[src/rtl/wkup_pkg.sv]
package wkup_pkg;

  localparam int CNT_W = 16;

  // status word field positions
  localparam int ST_FORCE = 0;
  localparam int ST_PINS  = 1;
  localparam int ST_LEVEL = 2;
  localparam int ST_SNAP  = 3;

  typedef struct packed {
    logic setForce;
    logic setPins;
    logic clrAll;
  } wkStrobe_t;

  function automatic logic [CNT_W-1:0] dbcLimit(input logic [2:0] code);
    logic [CNT_W-1:0] lim;
    case (code)
      3'd0:    lim = CNT_W'(1);
      3'd1:    lim = CNT_W'(3);
      3'd2:    lim = CNT_W'(32);
      3'd3:    lim = CNT_W'(512);
      3'd4:    lim = CNT_W'(4096);
      default: lim = CNT_W'(32768);
    endcase
    return lim;
  endfunction

endpackage

[src/rtl/wkup_debounce.sv]
module wkup_debounce
  import wkup_pkg::*;
#(
  parameter int CW = CNT_W
) (
  input  logic       clk,
  input  logic       rstN,
  input  logic       active,
  input  logic [2:0] code,
  output logic       trig
);

  logic [CW-1:0] cnt;
  logic          fired;
  logic [CW-1:0] lastCnt;

  assign lastCnt = CW'(dbcLimit(code)) - CW'(1);
  assign trig    = active && !fired && (cnt >= lastCnt);

  always_ff @(posedge clk or negedge rstN) begin
    if (!rstN) begin
      cnt   <= '0;
      fired <= 1'b0;
    end else if (!active) begin
      cnt   <= '0;
      fired <= 1'b0;
    end else if (trig) begin
      fired <= 1'b1;
    end else if (!fired && cnt != '1) begin
      cnt <= cnt + CW'(1);
    end
  end

endmodule

[src/rtl/wkup_ctrl.sv]
module wkup_ctrl
  import wkup_pkg::*;
(
  input  logic       clk,
  input  logic       rstN,
  input  logic       pinsActive,
  input  logic       forceActive,
  input  logic [2:0] pinsCode,
  input  logic [2:0] forceCode,
  input  logic       statRd,
  output wkStrobe_t  strobe,
  output logic       wakeReq
);

  logic pinsTrig;
  logic forceTrig;

  wkup_debounce #(.CW(CNT_W)) pinsDbc_i (
    .clk   (clk),
    .rstN  (rstN),
    .active(pinsActive),
    .code  (pinsCode),
    .trig  (pinsTrig)
  );

  wkup_debounce #(.CW(CNT_W)) forceDbc_i (
    .clk   (clk),
    .rstN  (rstN),
    .active(forceActive),
    .code  (forceCode),
    .trig  (forceTrig)
  );

  always_comb begin
    strobe.setForce = forceTrig;
    strobe.setPins  = pinsTrig;
    strobe.clrAll   = statRd;
  end

  always_ff @(posedge clk or negedge rstN) begin
    if (!rstN) wakeReq <= 1'b0;
    else       wakeReq <= pinsTrig || forceTrig;
  end

endmodule

[src/rtl/wkup_datapath.sv]
module wkup_datapath
  import wkup_pkg::*;
#(
  parameter int NUM_PINS = 16,
  localparam int STAT_W = NUM_PINS + ST_SNAP
) (
  input  logic                clk,
  input  logic                rstN,
  input  logic [NUM_PINS-1:0] wkPins,
  input  logic [NUM_PINS-1:0] wkEnable,
  input  logic [NUM_PINS-1:0] wkPolarity,
  input  logic                fwPinN,
  input  logic                fwEnable,
  input  wkStrobe_t           strobe,
  output logic                pinsActive,
  output logic                forceActive,
  output logic [STAT_W-1:0]   statData
);

  logic [NUM_PINS-1:0] pinSamp;
  logic                fwSamp;
  logic [NUM_PINS-1:0] activeVec;
  logic [NUM_PINS-1:0] snap;
  logic                forceFlag;
  logic                pinsFlag;

  always_ff @(posedge clk or negedge rstN) begin
    if (!rstN) begin
      pinSamp <= '0;
      fwSamp  <= 1'b1;
    end else begin
      pinSamp <= wkPins;
      fwSamp  <= fwPinN;
    end
  end

  for (genvar i = 0; i < NUM_PINS; i++) begin : g_pin
    assign activeVec[i] = wkEnable[i] && (pinSamp[i] == wkPolarity[i]);

    always_ff @(posedge clk or negedge rstN) begin
      if (!rstN)               snap[i] <= 1'b0;
      else if (strobe.setPins) snap[i] <= activeVec[i];
      else if (strobe.clrAll)  snap[i] <= 1'b0;
    end
  end

  assign pinsActive  = |activeVec;
  assign forceActive = fwEnable && !fwSamp;

  always_ff @(posedge clk or negedge rstN) begin
    if (!rstN) begin
      forceFlag <= 1'b0;
      pinsFlag  <= 1'b0;
    end else begin
      if (strobe.setForce)    forceFlag <= 1'b1;
      else if (strobe.clrAll) forceFlag <= 1'b0;
      if (strobe.setPins)     pinsFlag  <= 1'b1;
      else if (strobe.clrAll) pinsFlag  <= 1'b0;
    end
  end

  always_comb begin
    statData                       = '0;
    statData[ST_FORCE]             = forceFlag;
    statData[ST_PINS]              = pinsFlag;
    statData[ST_LEVEL]             = fwSamp;
    statData[ST_SNAP +: NUM_PINS]  = snap;
  end

endmodule

[src/rtl/wake_debounce_ctrl.sv]
module wake_debounce_ctrl
  import wkup_pkg::*;
#(
  parameter int NUM_PINS = 16,
  localparam int STAT_W = NUM_PINS + ST_SNAP
) (
  input  logic                clk,
  input  logic                rstN,
  input  logic [NUM_PINS-1:0] wkPins,
  input  logic [NUM_PINS-1:0] wkEnable,
  input  logic [NUM_PINS-1:0] wkPolarity,
  input  logic [2:0]          wkDbcCode,
  input  logic                fwPinN,
  input  logic                fwEnable,
  input  logic [2:0]          fwDbcCode,
  input  logic                statRd,
  output logic [STAT_W-1:0]   statData,
  output logic                wakeReq
);

  wkStrobe_t strobe;
  logic      pinsActive;
  logic      forceActive;

  wkup_ctrl ctrl_i (
    .clk        (clk),
    .rstN       (rstN),
    .pinsActive (pinsActive),
    .forceActive(forceActive),
    .pinsCode   (wkDbcCode),
    .forceCode  (fwDbcCode),
    .statRd     (statRd),
    .strobe     (strobe),
    .wakeReq    (wakeReq)
  );

  wkup_datapath #(.NUM_PINS(NUM_PINS)) dp_i (
    .clk        (clk),
    .rstN       (rstN),
    .wkPins     (wkPins),
    .wkEnable   (wkEnable),
    .wkPolarity (wkPolarity),
    .fwPinN     (fwPinN),
    .fwEnable   (fwEnable),
    .strobe     (strobe),
    .pinsActive (pinsActive),
    .forceActive(forceActive),
    .statData   (statData)
  );

endmodule

[config.mk]
export PLATFORM = sky130hd
export DESIGN_NAME = wake_debounce_ctrl
export DESIGN_NICKNAME = d
export VERILOG_FILES = /design/src/rtl/wkup_pkg.sv /design/src/rtl/wkup_debounce.sv /design/src/rtl/wkup_ctrl.sv /design/src/rtl/wkup_datapath.sv /design/src/rtl/wake_debounce_ctrl.sv
export SDC_FILE = /design/constraint.sdc
export NUM_CORES = 1
export LEC_CHECK = 0
export CORE_UTILIZATION = 57
export CTS_BUF_LIST = sky130_fd_sc_hd__clkbuf_16
export DETAILED_ROUTE_END_ITERATION = 8
export GPL_ROUTABILITY_DRIVEN = 0
export GPL_TIMING_DRIVEN = 1
export PLACE_DENSITY = 0.86
export SLEW_MARGIN = 10
export SYNTH_ARGS = -nofsm -noshare
export SYNTH_HDL_FRONTEND = slang
export SYNTH_SLANG_ARGS = --single-unit
[constraint.sdc]
create_clock -name clk -period 6.15 [get_ports clk]
set_clock_uncertainty 0.2 [all_clocks]
set_input_delay 0.615 -clock clk [delete_from_list [all_inputs] [get_ports clk]]
set_output_delay 0.615 -clock clk [all_outputs]
set_load 0.02 [all_outputs]
# Word level (Yosys, flattened, before mapping)
# Index checks and enable logic that the tools add are counted.
dict set report op_classes {
  addsub 4
  magnitude_cmp 2
  n_eq_ne 32
  muxes 31
  n_reduce_logical 34
}
# operator count
set op_table {}
lappend op_table {{$pmux W16 S5} 2}
lappend op_table {{$mux W16} 6}
lappend op_table {{$add A16 B1 Y16 const B} 2}
lappend op_table {{$ge A16 B16 Y1} 2}
lappend op_table {{$ne A16 B16 Y1 const B} 2}
lappend op_table {{$sub A16 B1 Y16 const B} 2}
lappend op_table {{$logic_and A1 B1 Y1} 23}
lappend op_table {{$mux W1} 23}
lappend op_table {{$eq A1 B1 Y1} 16}
lappend op_table {{$reduce_or A16 Y1} 1}
lappend op_table {{$eq A3 B2 Y1 const B} 4}
lappend op_table {{$ne A2 B1 Y1 const B} 4}
lappend op_table {{$eq A3 B1 Y1 const B} 2}
lappend op_table {{$eq A3 B3 Y1 const B} 2}
lappend op_table {{$logic_not A3 Y1} 2}
lappend op_table {{$ne A2 B2 Y1 const B} 2}
lappend op_table {{$reduce_and A2 Y1} 2}
lappend op_table {{$reduce_bool A2 Y1} 2}
lappend op_table {{$logic_not A1 Y1} 3}
lappend op_table {{$logic_or A1 B1 Y1} 1}
dict set report word_totals {
  register_bits 70
  inputBits 59
  out_inout_bits 20
  word_cells 128
}

# Depth between registers and ports, before layout
dict set report logic_depth {
  ltp_word 7
  ltp_mapped 14
  ltp_nobuf 12
}

# Cells and area by module
# A second synthesis with hierarchy kept.
dict set report unflattened {
  hier_cells 452
  hier_area_um2 4454.3
}
# mod instances cells_per_inst area_per_inst_um2 seq_area_each_um2
set modules_own_cells {}
lappend modules_own_cells {{wkup_debounce (ctrl_i.pinsDbc_i)} 1 177 1547.7 425.4}
lappend modules_own_cells {{wkup_debounce (ctrl_i.forceDbc_i)} 1 175 1496.4 425.4}
lappend modules_own_cells {wkup_datapath 1 95 1356.3 877.1}
lappend modules_own_cells {wkup_ctrl 1 5 53.8 25.0}

# Least setup slack after synthesis
# Ideal clock, no wire load.
dict set report synth_timing {
  path_kind {input to register}
  start {input fwDbcCode[1]}
  end {register ctrl_i.forceDbc_i.cnt[1]}
  setup_ps 78
  arrival_ps 3214
  t_required_ps 5872
  slack_ps 2658
  stages 14
  path_buffers 3
  cell_sequence {clkbuf_1 nor2_1 inv_1 ha_1 nor3_1 a31oi_1 ha_1 nand4_1 or3_1 o21ai_1 buf_2 buf_2 o21ai_0 a21oi_1}
}
dict set report synth_via {
  elab_chain_cells 7
  word_cells_on_any_way 11
  cone_classes {add/sub (1); order compare (1); eq/ne (5); mux (1); reduce/logical (3)}
}
# item line
set synth_lines {}
lappend synth_lines {{start, declared} wake_debounce_ctrl.sv:15} ;# input logic [2:0] fwDbcCode,
lappend synth_lines {{$eq A3 B3 Y1 (tied with other cells)} wkup_pkg.sv:19} ;# case (code)
lappend synth_lines {{$pmux W16 S5 *} wkup_pkg.sv:19}
lappend synth_lines {{$sub A16 B1 Y16 *} wkup_debounce.sv:17} ;# assign lastCnt = CW'(dbcLimit(code)) - CW'(1);
lappend synth_lines {{$ge A16 B16 Y1 *} wkup_debounce.sv:18} ;# assign trig = active && !fired && (cnt >= lastCnt);
lappend synth_lines {{$logic_and A1 B1 Y1 *} wkup_debounce.sv:18}
lappend synth_lines {{$ne A2 B2 Y1 (no source line) *} n/a}
lappend synth_lines {{$reduce_and A2 Y1 (no source line) *} n/a}
lappend synth_lines {{end signal, assigned} wkup_debounce.sv:30} ;# cnt <= cnt + CW'(1);
lappend synth_lines {{end, declared} wkup_debounce.sv:13} ;# logic [CW-1:0] cnt;
# Every way passes the cells marked *; elsewhere a longest branch is shown, timed or not.
# A chain may end at the register's enable or synchronous reset.

# Worst setup path in the final report
dict set report layout_timing {
  start {input wkDbcCode[1]}
  end {register dp_i.snap[9], in the netlist dp_i.statData[12]}
}
dict set report layout_via {
  elab_chain_cells 6
  word_cells_on_any_way 11
  cone_classes {add/sub (1); order compare (1); eq/ne (4); mux (2); reduce/logical (3)}
}
# item line
set layout_lines {}
lappend layout_lines {{start, declared} wake_debounce_ctrl.sv:12} ;# input logic [2:0] wkDbcCode,
lappend layout_lines {{$eq A3 B3 Y1 (tied with other cells)} wkup_pkg.sv:19}
lappend layout_lines {{$pmux W16 S5 *} wkup_pkg.sv:19}
lappend layout_lines {{$sub A16 B1 Y16 *} wkup_debounce.sv:17}
lappend layout_lines {{$ge A16 B16 Y1 *} wkup_debounce.sv:18}
lappend layout_lines {{$logic_and A1 B1 Y1 *} wkup_debounce.sv:18}
lappend layout_lines {{$mux W1 / $reduce_bool A2 Y1 (equally long branches)} n/a}
lappend layout_lines {{end signal, assigned by index} wkup_datapath.sv:42} ;# else if (strobe.setPins) snap[i] <= activeVec[i];
lappend layout_lines {{end, declared} wkup_datapath.sv:23} ;# logic [NUM_PINS-1:0] snap;
# Marks and branches as above.

==> reports/summary.json <==
{
  "yosys": {
    "synth.distinct_cells": 51,
    "yosys_warnings": 0,
    "synth_enable_flop_cells": 0,
    "syn_area_um2": 4300,
    "postSynthNetCount": 556,
    "synthCells": 461,
    "dominantRegCellSynth": "dfrtp_1",
    "yosysSeqAreaShare_pct": 40.7,
    "async_reset_ff_share_pct": 100,
    "post_synth.cell_area_avg_um2": 9.34,
    "synth_seq_cells": 70
  },
  "die": {
    "floorplan.initialDensity_pct": 59.0,
    "num_rows": 31,
    "design.core.area_um2": 7290,
    "floorplan.die_area_um2": 7900,
    "design.portCount": 79,
    "dieWidth_um": 88.9,
    "die_height_um": 88.9
  },
  "cts": {
    "cts-root-to-sink-buffers": 2,
    "clockRootBuffer": "clkbuf_16",
    "tritoncts_clock_tree": "done",
    "htreeDepth": 3,
    "clkLatencyLatePin_ps": 330,
    "numClockSinks": 70,
    "cts_resized": 0,
    "clk_pin_slew_ps": 60,
    "cts.hold.buffers_added": 0,
    "cts_buffers": 9,
    "cts.repair_timing.setup_buffer_count": 0
  },
  "finish": {
    "drive_gt1_share_pct": 5.81,
    "stdcell_area_um2": 5410,
    "fillerInstances": 519,
    "flow.area_growth_from_synthesis_pct": 25.6,
    "nNetsFinal": 624,
    "num_antenna_cells": 0,
    "layout.core_utilization_pct": 74.1,
    "stdcell_count": 633
  },
  "setup_path": {
    "critPathTopFamily": "compound AO/OA/AOI/OAI gates",
    "critPathMostFrequentCell": "ha_1",
    "ff2ff_setup_slack_ps": 3110,
    "type_of_the_worst_setup_path": "primary input to flip-flop",
    "cp_cell_sequence": "clkdlybuf4s50_1 > nor2_1 > inv_1 > ha_1 > mux2_2 > ha_1 > nand4_1 > or2_2 > o21a_1 > a211oi_2 > o32ai_1",
    "timing.rr.end": "dp_i.statData[12]",
    "cpPeakStageDelay_ps": 950,
    "worst_path_max_delay_cell": "a211oi_2",
    "cp.arrival_ps": 4150,
    "cp.buffers_inverters": 2,
    "crit_path_depth": 11,
    "worst_ep_required_time_ps": 6110,
    "maximum_fanout_count_along_the_critical_path": 16,
    "worstSetupEndpointType": "flip-flop",
    "cp-startpoint": "wkDbcCode[1]",
    "setup.worst_path.end": "dp_i.statData[12]",
    "timing.critical_path.from_type": "primary input",
    "timing.reg2reg.worst_path_depth": 7,
    "regToRegStartpoint": "ctrl_i.pinsDbc_i.cnt[2]"
  },
  "route": {
    "drt-initial-drc-count": 199,
    "via_per_inst": 6.20,
    "drt_drc_violations_left": 0,
    "drt-pass1-iter-count": 5,
    "postRouteWirelength_um": 10700,
    "routedWlPerCell_um": 16.9,
    "total_vias_in_the_final_route": 3926,
    "remaining_number_of_nets_flagged_by_the_antenna_check_after_routing": 0
  },
  "global_route": {
    "grt_first_pass_wirelength_um": 17400,
    "antenna_found_initial": 0,
    "globalRouteTotalUtil_pct": 28.9,
    "grt_max_degree": 71,
    "overflow": 0,
    "met1_grt_util_pct": 35.4,
    "grtUsageMet3_pct": 5.63,
    "grt_pass1_vias": 3823,
    "gr-max-usage-layer": "met2",
    "gr-usage-met2_pct": 49.7
  },
  "timing": {
    "final_min_period_over_clock_period_pct": 68.1,
    "setup_violations": 0,
    "setup_tns_ps": 0,
    "maxSlewHeadroom_pct": 25.5,
    "hold_viol": 0,
    "drv_slew": 0,
    "grt_setup_unrepaired": "no",
    "worst-slew-pin-transition_ps": 1110,
    "max_clock_freq_ghz": 0.239,
    "period_needed_ps": 4190
  },
  "pwr": {
    "ir_worst_vdd_mv": 0.170,
    "report.power.total_uw": 1430,
    "power.static_leakage_uw": 0.00213,
    "power_per_cell_area_nw_per_um2": 265
  },
  "job": {
    "drv_cap": 0
  },
  "placement": {
    "dp.final_hpwl_um": 7560,
    "io_buffer_count": 78,
    "placement.cell_area_um2": 5100,
    "dpl.cell_count": 617
  },
  "hold_path": {
    "hp-class": "primary input to asynchronous set/reset pin"
  },
  "run_status": {
    "result_of_the_run": "completed"
  }
}
-- flip-flops by register name, indices dropped and copies added, names as in the netlist --
register                 flops
ctrl_i.wakeReq               1
dp_i.pinsFlag                1
dp_i.fwSamp                  1
ctrl_i.forceDbc_i.cnt       16
dp_i.forceFlag               1
ctrl_i.pinsDbc_i.fired       1
dp_i.pinSamp                16
ctrl_i.pinsDbc_i.cnt        16
ctrl_i.forceDbc_i.fired      1
dp_i.statData               16
-- cell families after synthesis --
family / count (synthesis) / share of synthesized area [%]
AND/OR/NAND/NOR: 157 / 20.3
AO/OA/AOI/OAI: 122 / 18.8
flip-flops: 70 / 40.7
buffers and inverters: 57 / 5.70
adder cells (fa/ha/maj): 36 / 10.5
XOR/XNOR: 16 / 3.26
multiplexers: 3 / 0.727
-- how the worst min path moves through the flow --
stage | startpoint | endpoint | slack [ps] | cells past startpoint
6_report | rstN | ctrl_i.pinsDbc_i.cnt[9] | 270 | 2
3_5_place_dp | dp_i.pinsFlag | dp_i.pinsFlag | 330 | 2
3_3_place_gp | dp_i.pinsFlag | dp_i.pinsFlag | 320 | 2
5_1_grt | rstN | ctrl_i.pinsDbc_i.cnt[11] | 350 | 2
4_1_cts | rstN | ctrl_i.pinsDbc_i.cnt[9] | 320 | 2
2_1_floorplan | rstN | ctrl_i.forceDbc_i.cnt[0] | 120 | 0
-- layout make-up --
class / count / area [µm²] / share of cell area [%]
sequential: 70 / 1750 / 32.4
clock inverter: 7 / 75.1 / 1.39
multi-input combinational: 334 / 2310 / 42.7
timing repair buffer: 81 / 798 / 14.8
inverter: 33 / 124 / 2.29
clock buffer: 9 / 225 / 4.17
tap: 99 / 124 / 2.29
-- metrics by stage --
stage	worst slack, ps	hold WS [ps]
global route	1810	349
CTS	2020	315
finish	1960	272
floorplan	2660	119
detailed placement	1730	328
global placement	1910	317
-- cell usage in the layout (no fill, tap or decap), drive strengths merged, types with 16 or more instances in the layout --
master / Yosys / layout
a21oi: 36 / 36
clkdlybuf4s50: 0 / 77
dfrtp: 69 / 69
ha: 36 / 36
inv: 32 / 34
nand2: 26 / 26
nand3: 40 / 40
nor2: 18 / 18
o21ai: 23 / 23
o31ai: 20 / 20
o32ai: 16 / 16
or4: 22 / 22
xnor2: 16 / 16
-- synthesized netlist by cell type, types with 3 or more instances --
cell	n	area, µm²
and3_1	6	37.5
a22oi_1	8	60.1
o31ai_1	20	150
nand2_1	26	97.6
nand2b_1	5	31.3
dfrtp_1	69	1730
o21ai_0	19	95.1
o32ai_1	16	140
nor2b_1	3	18.8
and2_1	4	25.0
ha_1	36	450
a21oi_1	36	180
nand4_1	11	68.8
buf_2	10	50.1
buf_4	3	22.5
xnor2_1	16	140
nand3_1	39	195
or3_1	6	37.5
or4_1	22	165
o21ai_1	3	15.0
nor3_1	6	30.0
inv_1	32	120
clkbuf_1	7	26.3
a211oi_1	3	22.5
nor2_1	18	67.6
o211ai_1	3	22.5
buf_1	3	11.3
-- report_power, final --
part	internal (µW)	leakage, µW	switching [µW]
registers	513	0.000896	72.3
clock network	315	0.000143	206
logic	149	0.00109	179
total	977	0.00213	457
-- per-layer routing --
layer / up-vias / part of all wire, %
met5: - / 0
met1: 1872 / 41
li1: 1877 / -
met2: 143 / 51
met3: 34 / 5.2
met4: 0 / 3.1
Note: power is estimated with default switching activity, not from simulation.
